===== src/rtl/sertx_pkg.sv =====
package sertx_pkg;

    localparam int CHAR_W = 9;

    typedef enum logic [1:0] {
        S_IDLE  = 2'd0,
        S_START = 2'd1,
        S_BITS  = 2'd2,
        S_STOP  = 2'd3
    } tx_state_e;

    typedef enum logic [1:0] {
        K_DATA  = 2'd0,
        K_IDLE  = 2'd1,
        K_BREAK = 2'd2
    } frame_kind_e;

    // Number of character positions (parity included) for a length code.
    function automatic logic [3:0] char_bits(input logic [1:0] code);
        case (code)
            2'd0:    return 4'd7;
            2'd2:    return 4'd9;
            default: return 4'd8;
        endcase
    endfunction

    // Arranges a character into transmit order: bit 0 of the result goes out first.
    function automatic logic [CHAR_W-1:0] order_bits(
        input logic [CHAR_W-1:0] d,
        input logic [3:0]        n,
        input logic              par_en,
        input logic              par_odd,
        input logic              msb
    );
        logic [3:0]        nd;
        logic [3:0]        idx;
        logic [CHAR_W-1:0] r;
        logic              p;
        nd = par_en ? (n - 4'd1) : n;
        r  = '0;
        p  = par_odd;
        for (int i = 0; i < CHAR_W; i++) begin
            if (i < int'(nd)) begin
                idx = msb ? 4'(int'(nd) - 1 - i) : 4'(i);
                r[4'(i)] = d[idx];
                p = p ^ d[4'(i)];
            end
        end
        if (par_en) r[n - 4'd1] = p;
        return r;
    endfunction

endpackage


===== src/rtl/sertx_bit_clock.sv =====
module sertx_bit_clock #(
    parameter int PRESC_W = 8,
    parameter int BAUD_W  = 12
) (
    input  logic               clk,
    input  logic               rst_n,
    input  logic               restart,
    input  logic [PRESC_W-1:0] presc_div,
    input  logic [BAUD_W-1:0]  baud_div,
    output logic               bit_tick
);
    logic [PRESC_W-1:0] pcnt_q;
    logic [BAUD_W-1:0]  bcnt_q;
    logic               pre_tick;

    assign pre_tick = (pcnt_q == presc_div);
    assign bit_tick = pre_tick && (bcnt_q == baud_div);

    always_ff @(posedge clk or negedge rst_n) begin
        if (!rst_n) begin
            pcnt_q <= '0;
            bcnt_q <= '0;
        end else if (restart) begin
            pcnt_q <= '0;
            bcnt_q <= '0;
        end else begin
            pcnt_q <= pre_tick ? '0 : pcnt_q + 1'b1;
            if (pre_tick) bcnt_q <= bit_tick ? '0 : bcnt_q + 1'b1;
        end
    end
endmodule


===== src/rtl/sertx_char_store.sv =====
module sertx_char_store #(
    parameter int DEPTH = 8,
    parameter int W     = 9,
    localparam int AW   = (DEPTH > 1) ? $clog2(DEPTH) : 1,
    localparam int CW   = $clog2(DEPTH + 1)
) (
    input  logic          clk,
    input  logic          rst_n,
    input  logic          fifo_en,
    input  logic          wr_en,
    input  logic [W-1:0]  wr_data,
    input  logic          pop,
    output logic [W-1:0]  rd_data,
    output logic          empty,
    output logic          full,
    output logic [CW-1:0] level
);
    logic [W-1:0]  mem [DEPTH];
    logic [AW-1:0] rd_ptr_q, wr_ptr_q;
    logic [CW-1:0] count_q, cap;
    logic          push, take;

    assign cap     = fifo_en ? CW'(DEPTH) : CW'(1);
    assign full    = (count_q >= cap);
    assign empty   = (count_q == '0);
    assign push    = wr_en && !full;
    assign take    = pop && !empty;
    assign rd_data = mem[rd_ptr_q];
    assign level   = count_q;

    function automatic logic [AW-1:0] bump(input logic [AW-1:0] p);
        return (p == AW'(DEPTH - 1)) ? '0 : p + 1'b1;
    endfunction

    always_ff @(posedge clk) begin
        if (push) mem[wr_ptr_q] <= wr_data;
    end

    always_ff @(posedge clk or negedge rst_n) begin
        if (!rst_n) begin
            rd_ptr_q <= '0;
            wr_ptr_q <= '0;
            count_q  <= '0;
        end else begin
            if (push) wr_ptr_q <= bump(wr_ptr_q);
            if (take) rd_ptr_q <= bump(rd_ptr_q);
            if (push && !take)      count_q <= count_q + 1'b1;
            else if (take && !push) count_q <= count_q - 1'b1;
        end
    end
endmodule


===== src/rtl/sertx_frame_fsm.sv =====
module sertx_frame_fsm
    import sertx_pkg::*;
(
    input  logic              clk,
    input  logic              rst_n,
    input  logic              en,
    input  logic              bit_tick,
    input  logic [1:0]        cfg_len,
    input  logic              cfg_par_en,
    input  logic              cfg_par_odd,
    input  logic              cfg_stop2,
    input  logic              cfg_msb_first,
    input  logic              idle_req,
    input  logic              break_req,
    input  logic              have_char,
    input  logic [CHAR_W-1:0] char_data,
    output logic              char_pop,
    output logic              restart,
    output logic              line_lvl,
    output logic              tc,
    output tx_state_e         state_o
);
    tx_state_e         state_q, state_d;
    frame_kind_e       kind_q, kind_sel;
    logic [CHAR_W-1:0] shift_q;
    logic [3:0]        nbits_q, bit_idx_q;
    logic              extra_stop_q;
    logic              idle_pend_q, break_pend_q;
    logic              work, last_bit, frame_end, launch;

    // Work selection: break before idle before stored characters.
    always_comb begin
        kind_sel = K_DATA;
        work     = 1'b1;
        if (break_pend_q)     kind_sel = K_BREAK;
        else if (idle_pend_q) kind_sel = K_IDLE;
        else if (!have_char)  work     = 1'b0;
    end

    assign last_bit  = (bit_idx_q == nbits_q - 4'd1);
    assign frame_end = (state_q == S_STOP) && bit_tick && !extra_stop_q;
    assign launch    = en && work && ((state_q == S_IDLE) || frame_end);
    assign char_pop  = launch && (kind_sel == K_DATA);
    assign restart   = launch;

    // Next state
    always_comb begin
        state_d = state_q;
        unique case (state_q)
            S_IDLE:  if (launch) state_d = S_START;
            S_START: if (bit_tick) state_d = S_BITS;
            S_BITS:  if (bit_tick && last_bit) state_d = S_STOP;
            S_STOP:  if (frame_end) state_d = launch ? S_START : S_IDLE;
        endcase
    end

    // State register
    always_ff @(posedge clk or negedge rst_n) begin
        if (!rst_n) state_q <= S_IDLE;
        else        state_q <= state_d;
    end

    // Frame datapath
    always_ff @(posedge clk or negedge rst_n) begin
        if (!rst_n) begin
            kind_q       <= K_DATA;
            shift_q      <= '0;
            nbits_q      <= 4'd8;
            bit_idx_q    <= '0;
            extra_stop_q <= 1'b0;
        end else if (launch) begin
            kind_q       <= kind_sel;
            nbits_q      <= char_bits(cfg_len);
            bit_idx_q    <= '0;
            extra_stop_q <= cfg_stop2 || (kind_sel == K_BREAK);
            case (kind_sel)
                K_BREAK: shift_q <= '0;
                K_IDLE:  shift_q <= '1;
                default: shift_q <= order_bits(char_data, char_bits(cfg_len),
                                               cfg_par_en, cfg_par_odd, cfg_msb_first);
            endcase
        end else if (bit_tick) begin
            if (state_q == S_BITS) begin
                shift_q   <= shift_q >> 1;
                bit_idx_q <= bit_idx_q + 4'd1;
            end else if (state_q == S_STOP && extra_stop_q) begin
                extra_stop_q <= 1'b0;
            end
        end
    end

    // Pending special characters and completion flag
    always_ff @(posedge clk or negedge rst_n) begin
        if (!rst_n) begin
            idle_pend_q  <= 1'b0;
            break_pend_q <= 1'b0;
            tc           <= 1'b0;
        end else begin
            break_pend_q <= (break_pend_q && !(launch && kind_sel == K_BREAK)) || break_req;
            idle_pend_q  <= (idle_pend_q && !(launch && kind_sel == K_IDLE)) || idle_req;
            if (launch)         tc <= 1'b0;
            else if (frame_end) tc <= 1'b1;
        end
    end

    // Outputs
    always_comb begin
        line_lvl = 1'b1;
        unique case (state_q)
            S_IDLE:  line_lvl = 1'b1;
            S_START: line_lvl = (kind_q == K_IDLE);
            S_BITS:  line_lvl = shift_q[0];
            S_STOP:  line_lvl = 1'b1;
        endcase
        state_o = state_q;
    end
endmodule


===== src/rtl/sertx_frame_engine.sv =====
module sertx_frame_engine
    import sertx_pkg::*;
#(
    parameter int DEPTH   = 8,
    parameter int PRESC_W = 8,
    parameter int BAUD_W  = 12
) (
    input  logic               clk,
    input  logic               rst_n,
    input  logic               cfg_en,
    input  logic               cfg_fifo_en,
    input  logic [PRESC_W-1:0] cfg_presc,
    input  logic [BAUD_W-1:0]  cfg_baud,
    input  logic [1:0]         cfg_len,
    input  logic               cfg_par_en,
    input  logic               cfg_par_odd,
    input  logic               cfg_stop2,
    input  logic               cfg_msb_first,
    input  logic               cfg_invert,
    input  logic               cfg_half_duplex,
    input  logic               cfg_swap,
    input  logic               wr_en,
    input  logic [CHAR_W-1:0]  wr_data,
    input  logic               idle_req,
    input  logic               break_req,
    output logic               req_o,
    output logic               tc_o,
    output logic [1:0]         pad_o,
    output logic [1:0]         pad_oe
);
    localparam int LVL_W = $clog2(DEPTH + 1);

    logic [CHAR_W-1:0] char_data;
    logic              store_empty, store_full, char_pop;
    logic [LVL_W-1:0]  store_level;
    logic              bit_tick, restart, line_lvl;
    logic              line_drive, drive_en;
    tx_state_e         fsm_state;

    sertx_char_store #(.DEPTH(DEPTH), .W(CHAR_W)) store_i (
        .clk(clk), .rst_n(rst_n), .fifo_en(cfg_fifo_en),
        .wr_en(wr_en), .wr_data(wr_data), .pop(char_pop),
        .rd_data(char_data), .empty(store_empty), .full(store_full),
        .level(store_level)
    );

    sertx_bit_clock #(.PRESC_W(PRESC_W), .BAUD_W(BAUD_W)) clock_i (
        .clk(clk), .rst_n(rst_n), .restart(restart),
        .presc_div(cfg_presc), .baud_div(cfg_baud), .bit_tick(bit_tick)
    );

    sertx_frame_fsm fsm_i (
        .clk(clk), .rst_n(rst_n), .en(cfg_en), .bit_tick(bit_tick),
        .cfg_len(cfg_len), .cfg_par_en(cfg_par_en), .cfg_par_odd(cfg_par_odd),
        .cfg_stop2(cfg_stop2), .cfg_msb_first(cfg_msb_first),
        .idle_req(idle_req), .break_req(break_req),
        .have_char(!store_empty), .char_data(char_data),
        .char_pop(char_pop), .restart(restart), .line_lvl(line_lvl),
        .tc(tc_o), .state_o(fsm_state)
    );

    assign req_o      = !store_full;
    assign line_drive = line_lvl ^ cfg_invert;
    assign drive_en   = cfg_half_duplex ? (fsm_state != S_IDLE) : 1'b1;

    for (genvar p = 0; p < 2; p++) begin : g_pad
        assign pad_o[p]  = (cfg_swap == 1'(p)) ? line_drive : 1'b0;
        assign pad_oe[p] = (cfg_swap == 1'(p)) ? drive_en   : 1'b0;
    end
endmodule


===== config.mk =====
export PLATFORM = sky130hd
export DESIGN_NAME = sertx_frame_engine
export DESIGN_NICKNAME = d
export VERILOG_FILES = /design/src/rtl/sertx_pkg.sv /design/src/rtl/sertx_bit_clock.sv /design/src/rtl/sertx_char_store.sv /design/src/rtl/sertx_frame_fsm.sv /design/src/rtl/sertx_frame_engine.sv
export SDC_FILE = /design/constraint.sdc
export NUM_CORES = 1
export LEC_CHECK = 0
export BUFFER_PORTS_ARGS = -buffer_cell sky130_fd_sc_hd__buf_4
export CAP_MARGIN = 25
export CORE_ASPECT_RATIO = 1.4
export CORE_MARGIN = 5
export CORE_UTILIZATION = 30
export DETAILED_ROUTE_END_ITERATION = 16
export GPL_TIMING_DRIVEN = 0
export PLACE_DENSITY = 0.51
export SYNTH_ARGS = -nofsm -noshare
export SYNTH_HDL_FRONTEND = slang
export SYNTH_HIERARCHICAL = 1
export SYNTH_SLANG_ARGS = --single-unit

===== constraint.sdc =====
create_clock -name clk -period 4.6 [get_ports clk]
set_input_delay 0.92 -clock clk [delete_from_list [all_inputs] [get_ports clk]]
set_output_delay 0.92 -clock clk [all_outputs]
set_load 0.02 [all_outputs]

==> results.sh <==
export IMPL_root_buffer="clkbuf_16"
export IMPL_die_area_um2=26500
export IMPL_grt_pass1_vias=5343
export IMPL_worstPathCellList="buf_4, xor2_1, nor4_2, nand3_2, buf_6, nor2_2, and3b_1, o21bai_1, nor3_1, buf_2, o41ai_2, ha_1, inv_1, ha_1, or4_1, o211ai_1, o211ai_1"
export IMPL_worstPathRequired_ns=4.89
export IMPL_outcome="finished clean"
export IMPL_area_growth_pct=20.9
export IMPL_fin_area_um2=8450
export IMPL_track_usage_pct=13.2
export IMPL_startpoint="cfg_baud[4]"
export IMPL_max_freq_ghz=0.238
export IMPL_tritoncts="yes"
export IMPL_yosysMostFrequentCell="edfxtp_1"
export IMPL_p_per_area_nw_per_um2=480
export IMPL_io_buffers=48
export IMPL_crit_type="input port to flop"
export IMPL_timing_rr_end="store_i/level[3]"
export IMPL_skew_ns=0.0124
export IMPL_maxSlewViolCount=0
export IMPL_slowest_delay_ns=0.48
export IMPL_die_y_um=191
export IMPL_antenna_found_initial=0
export IMPL_vias_per_cell=5.07
export IMPL_synthTopCellsByCount="edfxtp_1 (72), nand2_1 (58), dfrtp_1 (53), nand3_1 (33), nor2_1 (33)"
export IMPL_ys_ff_latch=126
export IMPL_finalCriticalPeriod_ns=4.21
export IMPL_seqCellArea_um2=3510
export IMPL_worst_slew_margin_rel_pct=50.1
export IMPL_ys_seq_area_share_pct=50.3
export IMPL_fp_dieW_um=139
export IMPL_r2r_setup_slack_ns=0.53
export IMPL_async_flop_share_pct=42.9
export IMPL_synth_top_cell_area_share_pct=30.9
export IMPL_final_setup_worst_slack_ns=0.393
export IMPL_irDropWorstVdd_mv=0.318
export IMPL_synth_largest_area_cell="edfxtp_1"
export IMPL_critical_path_depth=17
export IMPL_worst_ep_arrival_time_ns=4.50
export IMPL_cp_max_fo=10
export IMPL_n_antenna_cell=0
export IMPL_syn_instance_count=595
export IMPL_htree_levels=4
export IMPL_core_um2=23100
export IMPL_layout_drive_gt1_share_pct=23.4
export IMPL_hold_viol=0
export IMPL_routed_wl_um=17000
export IMPL_synth_area_um2=6990
export IMPL_post_route_util_pct=36.5
export IMPL_worstSetupStartpointType="input port"
export IMPL_switchingPower_mw=1.34
export IMPL_internal_power_mw=2.72
export IMPL_via_count=5017
export IMPL_report_final_setup_viol=0
export IMPL_drv_cap=0
export IMPL_p_sw_share_pct=32.9
export IMPL_drt_iter0_drc=160
export IMPL_worst_path_buf_inv=4
export IMPL_max_slew_worst_pin_slew_ns=0.749
export IMPL_grt_setup_unrepaired="no"
export IMPL_multi_input_area_um2=3310
export IMPL_end_kind="flop"
export IMPL_clock_sinks=126
export IMPL_ios=51
export IMPL_gr_total_overflow=0
export IMPL_avgSynthCellArea_um2=11.7
export IMPL_hold_buffers=0
export IMPL_synth_main_ff_cell="edfxtp_1"
export IMPL_hold_class="flop to flop"
export IMPL_num_rows=66
export IMPL_drt_wirelength_per_cell_um=17.2
export IMPL_grt_max_degree=55
export IMPL_ys_warn_count=6
export IMPL_fin_nets=744
export IMPL_synth_distinct_cells=73
export IMPL_post_route_period_util_pct=91.5
export IMPL_finalPower_mw=4.06
export IMPL_crit_end="store_i/level[3]"
export IMPL_cts_setup_buffers=0
export IMPL_reg2reg_depth=16
export IMPL_firstDrtPassIters=4
export IMPL_synth_edf_count=72
export IMPL_clockBufferDepth=2
export IMPL_placed_area_um2=7830
export IMPL_critPathTopFamily="simple AND/OR/NAND/NOR gates"
export IMPL_path_clk_slew_ns=0.06
export IMPL_grt_pass1_wl_um=28000
export IMPL_start_util_pct=30.2
export IMPL_drc=0
export IMPL_power_leakage_nw=3.25
export IMPL_synthTopCellsByArea="edfxtp_1 (31%), dfrtp_1 (19%), mux4_2 (6.4%)"
export IMPL_cts_buffers=17
export IMPL_fill_cells=2273
export IMPL_regToRegStartpoint="clock_i/bcnt_q[4]"
export IMPL_clkPwrFrac_pct=33.4
export IMPL_synth_nets=668
export IMPL_dp_hpwl_um=12200
export IMPL_power_frac_comb_pct=27.5
export IMPL_seqPwrFrac_pct=39.0
export IMPL_clk_latency_ns=0.42
export IMPL_gp_congestion=0.881
export IMPL_slowest_stage="or4_1"
export IMPL_post_place_ws_ns=-0.135
export IMPL_ant_nets=0
## power groups by stage
stage | logic [mW] | clock network [mW] | registers, mW
2_1_floorplan | 0.816 | 0 | 1.55
3_3_place_gp | 1.05 | 0 | 1.59
3_5_place_dp | 1.12 | 0 | 1.60
4_1_cts | 1.13 | 1.38 | 1.58
5_1_grt | 1.25 | 1.44 | 1.61
6_report | 1.12 | 1.36 | 1.58
## cells by family (layout without fill, tap and decap cells)
family	count (synthesis)	in the layout	synth area share (%)
muxes	47	47	10.6
DFF	126	126	50.3
adders and majority gates	28	28	5.12
buffers and inverters	44	133	2.90
AOI/OAI and AO/OA	97	97	9.51
xor gates and xnor gates	50	50	6.54
and+or+nand+nor	203	203	15.0
## area by class of cell
cell class | instances | area share (%)
Timing Repair Buffer | 57 | 5.24
Multi-Input combinational cell | 425 | 39.1
Clock buffer | 17 | 5.04
Sequential cell | 126 | 41.6
Tap cell | 306 | 4.53
Buffer | 29 | 1.70
Clock inverter | 15 | 2.06
Inverter | 15 | 0.696
## sequential cells by signal (all words and copies together), names as in the netlist
signal,flops
fsm_i/extra_stop_q,1
fsm_i/break_pend_q,1
fsm_i/kind_q,2
fsm_i/tc,1
fsm_i/shift_q,9
fsm_i/nbits_q,3
store_i/rd_ptr_q,3
clock_i/pcnt_q,8
clock_i/bcnt_q,12
fsm_i/state_o,2
store_i/mem,72
store_i/level,4
fsm_i/idle_pend_q,1
fsm_i/bit_idx_q,4
store_i/wr_ptr_q,3
## tightest hold or removal path: stages (launching register included)
cell     delay, ns
dfrtp_1       0.34
nand2_1       0.06
nand2_1       0.06
## metrics by stage
stage	instances	hold slack [ns]	TNS, ns
5_1_grt	990	0.513	0
2_1_floorplan	595	0.437	0
4_1_cts	988	0.491	0
3_5_place_dp	956	0.475	-0.135
6_report	990	0.484	0
3_3_place_gp	949	0.466	-1.38
## cells in the final DEF (no fill, tap or decap), types with 5 or more instances in the layout
master	netlist	layout
buf_6	3	6
nor4_2	3	5
clkbuf_1	15	15
inv_6	0	7
o21ai_0	12	12
dfrtp_1	53	53
mux2i_1	12	12
nand4_1	8	8
a31oi_1	11	11
mux4_2	20	20
nand2_1	58	58
buf_4	0	52
nor3_1	20	16
buf_2	10	11
mux2_2	13	13
ha_1	27	27
clkbuf_16	0	17
nand2b_1	8	8
o211ai_1	10	10
nand3_1	33	33
nand3b_1	5	5
and3_1	7	7
nor2_1	33	32
edfxtp_1	72	72
xor2_1	25	25
xnor2_1	24	24
a21oi_1	22	22
inv_1	14	14
## repair_timing
action | CTS | global route
endpoints found under the setup margin | 0 | 1
gates resized for setup | 0 | 1
endpoints found under the hold margin | 0 | 0
## how the worst min path moves through the flow
| stage | startpoint | to | slack [ns] | cells after the start |
|---|---|---|---|---|
| floorplan | fsm_i/kind_q[1] | fsm_i/kind_q[1] | 0.44 | 2 |
| global placement | fsm_i/kind_q[1] | fsm_i/kind_q[1] | 0.47 | 2 |
| detailed placement | fsm_i/kind_q[1] | fsm_i/kind_q[1] | 0.47 | 2 |
| CTS | fsm_i/kind_q[1] | fsm_i/kind_q[1] | 0.49 | 2 |
| global route | fsm_i/kind_q[1] | fsm_i/kind_q[1] | 0.51 | 2 |
| finish | fsm_i/kind_q[1] | fsm_i/kind_q[1] | 0.48 | 2 |
## routing by layer
metal | GRT usage [%] | vias to the layer above | routed length [um]
li1 | - | 2384 | -
met4 | 4.82 | 0 | 280
met1 | 14.7 | 2512 | 6900
met2 | 24.7 | 104 | 9320
met3 | 2.78 | 17 | 544
met5 | 0 | - | 0
Note: power is estimated with default switching activity, not from simulation.
